[config.mk]
export PLATFORM = sky130hd
export DESIGN_NAME = serial_audio_rx
export DESIGN_NICKNAME = d
export VERILOG_FILES = /design/src/rtl/sar_pkg.sv /design/src/rtl/sar_sync.sv /design/src/rtl/sar_frame_track.sv /design/src/rtl/sar_capture.sv /design/src/rtl/sar_out_stage.sv /design/src/rtl/serial_audio_rx.sv
export SDC_FILE = /design/constraint.sdc
export NUM_CORES = 1
export LEC_CHECK = 0
export ABC_AREA = 1
export CELL_PAD_IN_SITES_DETAIL_PLACEMENT = 1
export CELL_PAD_IN_SITES_GLOBAL_PLACEMENT = 1
export CORE_MARGIN = 3
export CORE_UTILIZATION = 42
export DETAILED_ROUTE_END_ITERATION = 10
export PLACE_DENSITY_LB_ADDON = 0.25
export SYNTH_ARGS = -nofsm -noshare
export SYNTH_HDL_FRONTEND = slang
export SYNTH_HIERARCHICAL = 1
export SYNTH_SLANG_ARGS = --single-unit
export TNS_END_PERCENT = 20
[constraint.sdc]
create_clock -name clk -period 4.5 [get_ports clk]
set_input_delay 0.45 -clock clk [delete_from_list [all_inputs] [get_ports clk]]
set_output_delay 0.45 -clock clk [all_outputs]
set_load 0.01 [all_outputs]
[src/rtl/sar_pkg.sv]
`timescale 1ns/1ps
package sar_pkg;
  localparam int unsigned WORD_W     = 24;
  localparam int unsigned HALF_SLOTS = 32;
  localparam int unsigned SLOT_W     = $clog2(HALF_SLOTS);
  localparam int unsigned IDX_W      = SLOT_W + 1;

  typedef logic [WORD_W-1:0] word_t;

  typedef enum logic [1:0] {
    LAY_I2S = 2'b00,
    LAY_LJ  = 2'b01,
    LAY_RJ  = 2'b10,
    LAY_ALT = 2'b11
  } layout_e;

  function automatic logic [IDX_W-1:0] len_bits(input logic [1:0] code);
    case (code)
      2'b00:   return IDX_W'(24);
      2'b01:   return IDX_W'(20);
      2'b10:   return IDX_W'(18);
      default: return IDX_W'(16);
    endcase
  endfunction

  function automatic logic [IDX_W-1:0] first_slot(input layout_e lay,
                                                  input logic [1:0] code,
                                                  input logic dly);
    logic [IDX_W-1:0] base;
    case (lay)
      LAY_LJ:  base = '0;
      LAY_RJ:  base = IDX_W'(HALF_SLOTS) - len_bits(code);
      default: base = IDX_W'(1);
    endcase
    return base + IDX_W'(dly);
  endfunction
endpackage

[src/rtl/sar_sync.sv]
`timescale 1ns/1ps
module sar_sync #(
  parameter int unsigned STAGES = 2
) (
  input  logic       clk,
  input  logic       rst_n,
  input  logic [2:0] raw_i,
  output logic       slot_stb_o,
  output logic       frame_o,
  output logic       data_o
);
  logic [2:0] synced;
  logic       bclk_prev;

  for (genvar g = 0; g < 3; g++) begin : g_line
    logic [STAGES-1:0] sr;
    always_ff @(posedge clk or negedge rst_n) begin
      if (!rst_n) sr <= '0;
      else        sr <= {sr[STAGES-2:0], raw_i[g]};
    end
    assign synced[g] = sr[STAGES-1];
  end

  always_ff @(posedge clk or negedge rst_n) begin
    if (!rst_n) bclk_prev <= 1'b0;
    else        bclk_prev <= synced[0];
  end

  assign slot_stb_o = synced[0] & ~bclk_prev;
  assign frame_o    = synced[1];
  assign data_o     = synced[2];
endmodule

[src/rtl/sar_frame_track.sv]
`timescale 1ns/1ps
module sar_frame_track import sar_pkg::*; (
  input  logic              clk,
  input  logic              rst_n,
  input  logic              slot_stb_i,
  input  logic              frame_i,
  input  logic              prot_i,
  output logic              half_start_o,
  output logic [SLOT_W-1:0] slot_now_o,
  output logic              closed_lr_o,
  output logic              closed_full_o,
  output logic              bad_o
);
  localparam logic [SLOT_W-1:0] LAST = SLOT_W'(HALF_SLOTS - 1);

  logic [SLOT_W-1:0] cnt_q;
  logic              lr_acc_q, locked_q, bad_q;
  logic              chg, full, accept, early;

  assign chg    = frame_i ^ lr_acc_q;
  assign full   = (cnt_q == LAST);
  assign accept = slot_stb_i & chg & (~locked_q | ~prot_i | full);
  assign early  = slot_stb_i & chg & locked_q & ~full;

  always_comb begin
    if (accept)    slot_now_o = '0;
    else if (full) slot_now_o = LAST;
    else           slot_now_o = cnt_q + 1'b1;
  end

  always_ff @(posedge clk or negedge rst_n) begin
    if (!rst_n) begin
      cnt_q    <= '0;
      lr_acc_q <= 1'b0;
      locked_q <= 1'b0;
      bad_q    <= 1'b0;
    end else begin
      bad_q <= early;
      if (slot_stb_i) cnt_q <= slot_now_o;
      if (accept) begin
        lr_acc_q <= frame_i;
        locked_q <= 1'b1;
      end
    end
  end

  assign half_start_o  = accept;
  assign closed_lr_o   = lr_acc_q;
  assign closed_full_o = locked_q;
  assign bad_o         = bad_q;
endmodule

[src/rtl/sar_capture.sv]
`timescale 1ns/1ps
module sar_capture import sar_pkg::*; (
  input  logic              clk,
  input  logic              rst_n,
  input  logic              slot_stb_i,
  input  logic              half_start_i,
  input  logic [SLOT_W-1:0] slot_now_i,
  input  logic              data_i,
  input  logic              closed_lr_i,
  input  logic              closed_full_i,
  input  logic [3:0]        fmt_i,
  input  logic              lsb_first_i,
  input  logic              dly_i,
  output logic              word_stb_o,
  output logic              word_left_o,
  output word_t             word_o
);
  layout_e          lay;
  logic [IDX_W-1:0] w6, start6, slot6, idx6, pos6;
  logic             in_win, is_left;
  word_t            acc_q, contrib;

  assign lay    = layout_e'(fmt_i[1:0]);
  assign w6     = len_bits(fmt_i[3:2]);
  assign start6 = first_slot(lay, fmt_i[3:2], dly_i);
  assign slot6  = {1'b0, slot_now_i};
  assign in_win = (slot6 >= start6) && (slot6 < start6 + w6);
  assign idx6   = slot6 - start6;
  assign pos6   = lsb_first_i ? (IDX_W'(WORD_W) - w6 + idx6)
                              : (IDX_W'(WORD_W - 1) - idx6);
  assign contrib = in_win ? (word_t'(data_i) << pos6) : '0;
  assign is_left = (lay == LAY_LJ || lay == LAY_RJ) ? closed_lr_i : ~closed_lr_i;

  always_ff @(posedge clk or negedge rst_n) begin
    if (!rst_n) begin
      acc_q       <= '0;
      word_o      <= '0;
      word_left_o <= 1'b0;
      word_stb_o  <= 1'b0;
    end else begin
      word_stb_o <= 1'b0;
      if (slot_stb_i) begin
        if (half_start_i) begin
          word_o      <= acc_q;
          word_left_o <= is_left;
          word_stb_o  <= closed_full_i;
          acc_q       <= contrib;
        end else begin
          acc_q <= acc_q | contrib;
        end
      end
    end
  end
endmodule

[src/rtl/sar_out_stage.sv]
`timescale 1ns/1ps
module sar_out_stage import sar_pkg::*; #(
  parameter int unsigned ZERO_RUN = 2048
) (
  input  logic  clk,
  input  logic  rst_n,
  input  logic  word_stb_i,
  input  logic  word_left_i,
  input  word_t word_i,
  input  logic  sel1_i,
  input  logic  sel2_i,
  input  logic  zd_en_i,
  input  logic  out_ready_i,
  output logic  out_valid_o,
  output word_t ch1_o,
  output word_t ch2_o,
  output logic  zero_o
);
  localparam int unsigned ZW = $clog2(ZERO_RUN + 1);

  word_t         l_hold_q;
  logic          have_left_q, pair_evt, pair_zero;
  logic [ZW-1:0] zcnt_q;

  assign pair_evt  = word_stb_i & ~word_left_i & have_left_q;
  assign pair_zero = (l_hold_q == '0) && (word_i == '0);

  always_ff @(posedge clk or negedge rst_n) begin
    if (!rst_n) begin
      l_hold_q    <= '0;
      have_left_q <= 1'b0;
      out_valid_o <= 1'b0;
      ch1_o       <= '0;
      ch2_o       <= '0;
    end else begin
      if (word_stb_i && word_left_i) begin
        l_hold_q    <= word_i;
        have_left_q <= 1'b1;
      end else if (pair_evt) begin
        have_left_q <= 1'b0;
      end
      if (pair_evt && (!out_valid_o || out_ready_i)) begin
        out_valid_o <= 1'b1;
        ch1_o       <= sel1_i ? word_i : l_hold_q;
        ch2_o       <= sel2_i ? word_i : l_hold_q;
      end else if (out_ready_i) begin
        out_valid_o <= 1'b0;
      end
    end
  end

  always_ff @(posedge clk or negedge rst_n) begin
    if (!rst_n) begin
      zcnt_q <= '0;
      zero_o <= 1'b0;
    end else if (!zd_en_i) begin
      zcnt_q <= '0;
      zero_o <= 1'b0;
    end else if (pair_evt) begin
      if (pair_zero) begin
        if (zcnt_q != ZW'(ZERO_RUN)) zcnt_q <= zcnt_q + 1'b1;
        zero_o <= (zcnt_q >= ZW'(ZERO_RUN - 1));
      end else begin
        zcnt_q <= '0;
        zero_o <= 1'b0;
      end
    end
  end
endmodule

[src/rtl/serial_audio_rx.sv]
`timescale 1ns/1ps
module serial_audio_rx import sar_pkg::*; #(
  parameter int unsigned ZERO_RUN    = 2048,
  parameter int unsigned SYNC_STAGES = 2
) (
  input  logic        clk,
  input  logic        rst_n,
  input  logic        bclk_i,
  input  logic        frame_i,
  input  logic        sdata_i,
  input  logic [3:0]  fmt_i,
  input  logic        lsb_first_i,
  input  logic        dly_i,
  input  logic        prot_i,
  input  logic        sel1_i,
  input  logic        sel2_i,
  input  logic        zd_en_i,
  output logic        out_valid_o,
  input  logic        out_ready_i,
  output logic [23:0] ch1_o,
  output logic [23:0] ch2_o,
  output logic        zero_o,
  output logic        bad_frame_o
);
  logic              slot_stb, fr_s, sd_s;
  logic              half_start, closed_lr, closed_full;
  logic [SLOT_W-1:0] slot_now;
  logic              word_stb, word_left;
  word_t             word;

  sar_sync #(.STAGES(SYNC_STAGES)) u_sync (
    .clk, .rst_n,
    .raw_i      ({sdata_i, frame_i, bclk_i}),
    .slot_stb_o (slot_stb),
    .frame_o    (fr_s),
    .data_o     (sd_s)
  );

  sar_frame_track u_track (
    .clk, .rst_n,
    .slot_stb_i    (slot_stb),
    .frame_i       (fr_s),
    .prot_i        (prot_i),
    .half_start_o  (half_start),
    .slot_now_o    (slot_now),
    .closed_lr_o   (closed_lr),
    .closed_full_o (closed_full),
    .bad_o         (bad_frame_o)
  );

  sar_capture u_cap (
    .clk, .rst_n,
    .slot_stb_i    (slot_stb),
    .half_start_i  (half_start),
    .slot_now_i    (slot_now),
    .data_i        (sd_s),
    .closed_lr_i   (closed_lr),
    .closed_full_i (closed_full),
    .fmt_i         (fmt_i),
    .lsb_first_i   (lsb_first_i),
    .dly_i         (dly_i),
    .word_stb_o    (word_stb),
    .word_left_o   (word_left),
    .word_o        (word)
  );

  sar_out_stage #(.ZERO_RUN(ZERO_RUN)) u_out (
    .clk, .rst_n,
    .word_stb_i  (word_stb),
    .word_left_i (word_left),
    .word_i      (word),
    .sel1_i      (sel1_i),
    .sel2_i      (sel2_i),
    .zd_en_i     (zd_en_i),
    .out_ready_i (out_ready_i),
    .out_valid_o (out_valid_o),
    .ch1_o       (ch1_o),
    .ch2_o       (ch2_o),
    .zero_o      (zero_o)
  );
endmodule

Word level (Yosys, flattened, before mapping):

Cells that the tools add are included.

* logic and storage cells: 95
* output and inout bits: 51
* input port bits: 16
* flip-flop bits (word level): 152

* add/subtract/negate cells: 9
* equality and inequality tests: 8
* reduce and logical (&&, ||, !) cells: 14
* $lt $le $gt $ge: 3
* muxes and demuxes: 24
* bitwise operators: 17
* shift-type cells: 1

Operators by type and width (count)
* two-way mux 24 bit: 4
* logical NOT 24 bit: 2
* two-way mux 12 bit: 4
* bitwise OR 24 bit: 1
* left shift 1 x 6 -> 24 bit: 1
* adder 12 x 1 -> 12 bit (second input constant): 1
* >= comparator 12 x 11 -> 1 bit (second input constant): 1
* two-way mux 6 bit: 2
* != test 12 bit (second input constant): 1
* case mux 4 bit (3 select lines): 1
* case mux 6 bit (2 select lines): 1
* two-way mux 1 bit: 10
* two-way mux 5 bit: 2
* bitwise AND 1 bit: 7
* adder 6 x 1 -> 6 bit: 1
* adder 6 x 5 -> 6 bit: 1
* adder 6 bit: 1
* >= comparator 5 x 6 -> 1 bit: 1
* less-than comparator 5 x 6 -> 1 bit: 1
* NOT 1 bit: 6
* subtractor 5 x 5 -> 6 bit (first input constant): 1
* subtractor 5 x 6 -> 6 bit: 1
* subtractor 5 x 6 -> 6 bit (first input constant): 1
* subtractor 6 bit (first input constant): 1
* 14 further kinds: 23

Depth between registers and ports, before layout:

* word-level depth: 13
* gate-level depth with buffers: 28
* depth with buffers taken out: 27

Hierarchy:

The synthesis kept the hierarchy.

Modules (own cells, without submodules)
* sar_out_stage: area an instance 4528.1 µm², cells each 626, instances 1, seq. area each 2177.1 µm²
* sar_capture: area an instance 3309.4 µm², cells each 395, instances 1, seq. area each 1251.2 µm²
* sar_frame_track: area an instance 479.2 µm², cells each 61, instances 1, seq. area each 200.2 µm²
* sar_sync: area an instance 185.2 µm², cells each 9, instances 1, seq. area each 175.2 µm²

Worst setup path after synthesis:

Ideal clock, no wire load.

* kind: input to register
* start: input fmt_i[0]
* end: register u_cap.acc_q[13]
* arrival time: 3.776 ns
* slack: 0.658 ns
* required time: 4.435 ns
* library setup time: 0.065 ns
* stages on the path: 23
* path buffers: 1
* cells stage by stage: inv_1 > ha_1 > ha_1 > nand4_2 > xnor2_1 > ha_1 > a21oi_1 > nand3_1 > nand2_1 > inv_1 > ha_1 > inv_1 > ha_1 > a21oi_1 > inv_1 > nand3_1 > nand2_1 > nand2_2 > nand3_4 > buf_4 > nor2_1 > nand3_2 > nand2_1

* cells in the longest elaborated chain, start to end: 10
* elaborated cells on any way between the ends: 16
* those cells by class: add/sub (5); order compare (2); eq/ne (2); shift (1); mux (4); bitwise (1); reduce/logical (1)

RTL lines
* start: declaration: RTL line serial_audio_rx.sv:11 `input logic [3:0] fmt_i,`
* == test 2 bit / == test 2 x 1 -> 1 bit (equally long branches): RTL line sar_pkg.sv:30 `case (lay)`
* case mux 6 bit (2 select lines) *: RTL line sar_pkg.sv:30
* adder 6 x 1 -> 6 bit *: RTL line sar_pkg.sv:35 `return base + IDX_W'(dly);`
* subtractor 5 x 6 -> 6 bit: RTL line sar_capture.sv:28 `assign idx6 = slot6 - start6;`
* subtractor 5 x 6 -> 6 bit / adder 6 bit (equally long branches): RTL line sar_capture.sv:30, sar_capture.sv:29
* two-way mux 6 bit: RTL line sar_capture.sv:29 `assign pos6 = lsb_first_i ? (IDX_W'(WORD_W) - w6 + idx6)`
* left shift 1 x 6 -> 24 bit: RTL line sar_capture.sv:31 `assign contrib = in_win ? (word_t'(data_i) << pos6) : '0;`
* two-way mux 24 bit *: RTL line sar_capture.sv:31
* bitwise OR 24 bit: RTL line sar_capture.sv:49 `acc_q <= acc_q | contrib;`
* two-way mux 24 bit *: RTL line sar_capture.sv:43 `if (half_start_i) begin`
* end signal: assignment: RTL line sar_capture.sv:47 `acc_q <= contrib;`
* end signal: assignment: RTL line sar_capture.sv:49
* end: declaration: RTL line sar_capture.sv:21 `word_t acc_q, contrib;`

Mark *: on every way between the ends. The rest lies on a longest branch, timed or not.
A chain may end at the register's enable or synchronous reset.

Worst setup path after layout:

* start: input fmt_i[0]
* end: register u_cap.acc_q[12]

Same word-level chain as after synthesis.

==> summary.md <==
| Metric | Value |
|---|---|
| Place WS | `-0.1910 ns` |
| CTS buffer count | `17` |
| FP Rows | `51` |
| Crit path max-delay family | `adder cells` |
| Worst EP arrival | `4.53 ns` |
| Worst-case clock buffer depth | `2` |
| R2R Path Start | `u_track/cnt_q[0]` |
| Full die area | `21990 µm²` |
| Final setup vio count | `0` |
| Final Wtd Congestion | `0.8259` |
| Async set-reset flop share out of synthesis | `100.0%` |
| Post-Synthesis Cells | `between 1000 and 1500` |
| Seq cells post-synth | `roughly 150` |
| Vias per cell | `between 5 and 6` |
| Yosys top cell by area | `dfrtp_1` |
| Initial Util | `43.26%` |
| Top cell by count, worst path | `nand2_1` |
| Synth top area cells | `dfrtp_1, nand2_1, nor2_1, inv_1, ha_1` |
| Die height | `148.3 µm` |
| IO Pins | `67` |
| Synth Cell Area | `between 8000 and 9000 µm²` |
| Worst Setup EP | `u_cap/acc_q[12]` |
| Avg Cell Area, Syn | `7.793 µm²` |
| Primary FF master, synth | `dfrtp_1` |
| Share of layout cells above drive strength 1 | `11.52%` |
| Total gr overflow | `0` |
| Root Buffer | `clkbuf_16` |
| Synth Net Count | `1138` |
| CP Capture Type | `flop` |
| Drt total wl | `21730 µm` |
| Post-synthesis sequential area ratio | `44.74%` |
| Worst R2R End | `u_cap/acc_q[2]` |
| Post-DP HPWL | `15220 µm` |
| Top-count cell post-synth | `nand2_1` |
| Cells on worst reg2reg path | `21` |
| Count of different cell masters after synthesis | `44` |
| RSZ-0062 raised after global routing | `no` |
| Max cap viols | `0` |
| Largest net degree at the start of global routing | `between 70 and 80` |
| CP max FO | `7` |
| Post-synth EDFFs | `0` |
| Hold WC Path Type | `primary input to asynchronous set/reset pin` |
| Final WS setup | `0.3205 ns` |
| Fillers | `2475` |
| Crit start category | `primary input` |
| Worst vdd ir | `0.2982 mV` |
| Chip Width | `148.3 µm` |
| Core box area | `19650 µm²` |
| Initial DRC count | `around 280` |
| Drt pass-1 iters | `4` |
| R2r setup slk | `0.35 ns` |
| PD cells | `572.7 nW/µm²` |
| Top cells by count, synth | `nand2_1, dfrtp_1, nor2_1` |
| Slew Viols, Final | `0` |
| Vias | `just over 7000` |
| WP buf/inv | `6` |
| DRC | `0` |
| Critical path depth in cells | `26` |
| Leak | `5.138 nW` |
| Gr usage total | `20.90%` |
| WL/cell | `about 15 µm` |
| H-Tree Depth | `4` |
| Outcome | `complete, no violations` |
| Vias in the first global route | `7583` |
| Fmax achieved | `239.3 MHz` |
| First-pass GRT wire length | `37600 µm` |
| Relative slew slack | `between 20 and 25%` |
| Critical Path Max Stage Delay | `0.46 ns` |
| Worst slew pin tran | `1.171 ns` |
| Clock latency on the worst-skew pair | `0.43 ns` |
| CTS Sinks | `between 150 and 200` |
| Hold Buf Count CTS | `0` |
| Kind of critical path | `primary input to flop` |
| CTS tree | `done` |
| Req. time, crit path | `just under 5 ns` |
| Fin nets | `between 1000 and 1500` |
| Minimum clock period | `between 4 and 5 ns` |
| Worst path slowest cell | `clkdlybuf4s50_1` |
| Area grow syn2layout | `16.94%` |
| Synth top area share | `between 40% and 50%` |
| Crit. Startpoint | `fmt_i[0]` |
| Dpl cells | `1396` |
| Antenna violations before repair | `0` |
| Crit share post-route | `92.88%` |
| Fin cells | `1428` |
| Util after Layout | `about half` |
| # diodes | `0` |
| Antenna viol nets, final | `0` |
| Final setup skew | `0.009298 ns` |
| Final Hold Vio Count | `0` |
| PortBufs | `66` |
| Yosys warning total | `6` |
| Worst-path clk slew | `0.06 ns` |
-- report_power, final --
group          internal [mW]  switching, mW
clock network          0.773          0.575
registers               1.60          0.200
logic                  0.912           1.64
total                   3.28           2.41
-- cells by family (layout without fill, tap and decap cells) --
family | after synthesis | after routing | synth area share [%]
AO/OA/AOI/OAI | 124 | 124 | 7.962
XOR/XNOR | 15 | 15 | 1.545
adder cells (fa/ha/maj) | 31 | 31 | 4.827
buffers and inverters | 153 | 225 | 7.888
flip-flops | 152 | 152 | 44.74
multiplexers | 24 | 24 | 3.179
AND/OR/NAND/NOR | 592 | 592 | 29.86
-- worst reg2reg max path, delay by kind of cell, from the launching register on --
kind,cells,cell delay [ns]
flops,1,0.45
buf+inv,4,0.37
simple gates,9,1.02
fa+ha+maj,5,1.66
xor+xnor,1,0.19
compound gates,2,0.41
-- through the flow --
step                      TNS, ns  total power [mW]  hold WS (ns)  cell area (µm²)
after floorplan                 0             3.676        0.1544             8502
after global placement          0             4.213        0.3338             9364
after detailed placement   -2.276             4.322        0.3401             9364
after CTS                       0             5.719       0.04667             9911
after global routing            0             6.185       0.06264             9942
final                           0             5.693      0.009004             9942
-- metal layers --
metal	wire (µm)	global-route usage [%]	up-vias
met4	359	6.236	0
met2	10700	35.74	113
met3	606	3.138	24
li1	-	-	3544
met5	0	0	-
met1	10060	27.65	3558
-- state kept, by name, indices dropped and copies added (netlist names), 5 cells and up --
name / cells
u_track/cnt_q: 5
u_out/ch2_o: 24
u_sync/g_line.sr: 6
u_cap/acc_q: 24
u_out/l_hold_q: 24
u_cap/word_o: 24
u_out/zcnt_q: 12
u_out/ch1_o: 24
-- layout by cell type, fill, tap and decap left out, drive strengths merged, types with 2 or more instances in the layout --
master | netlist | layout
nand2 | 380 | 380
dfrtp | 152 | 152
nor2 | 125 | 125
inv | 114 | 116
o21ai | 94 | 94
nand3 | 70 | 70
clkdlybuf4s50 | 0 | 65
ha | 28 | 28
a21oi | 26 | 26
mux2 | 24 | 24
clkbuf | 9 | 20
buf | 28 | 14
xor2 | 9 | 9
clkinv | 1 | 7
xnor2 | 6 | 6
nor3 | 5 | 5
nand4 | 5 | 5
fa | 3 | 3
or2 | 3 | 3
clkinvlp | 0 | 2
nand3b | 2 | 2
o211ai | 2 | 2
-- area by class of cell --
class,instances,area (µm²),area share (%)
multi-input cells,786,4051,40.75
flip-flops and latches,152,3804,38.26
repair buffers,79,772.0,7.765
clock buffers,20,446.7,4.493
inverters,115,436.7,4.392
well taps,265,331.6,3.335
clock inverters,11,100.1,1.007
-- worst min path at each step --
| stage | startpoint | end |
|---|---|---|
| global placement | u_sync/g_line[2].sr[0] | u_sync/g_line[2].sr[1] |
| global route | rst_n | u_out/ch2_o[18] |
| floorplan | rst_n | u_cap/acc_q[0] |
| CTS | rst_n | u_out/ch2_o[18] |
| finish | rst_n | u_out/ch2_o[18] |
| detailed placement | u_sync/g_line[0].sr[0] | u_sync/g_line[0].sr[1] |
-- repair_timing --
action	in CTS	in global routing
resized for setup	0	5
buffers inserted	0	1
setup endpoints to repair	0	22
No activity file was read; power rests on OpenSTA's default activity.
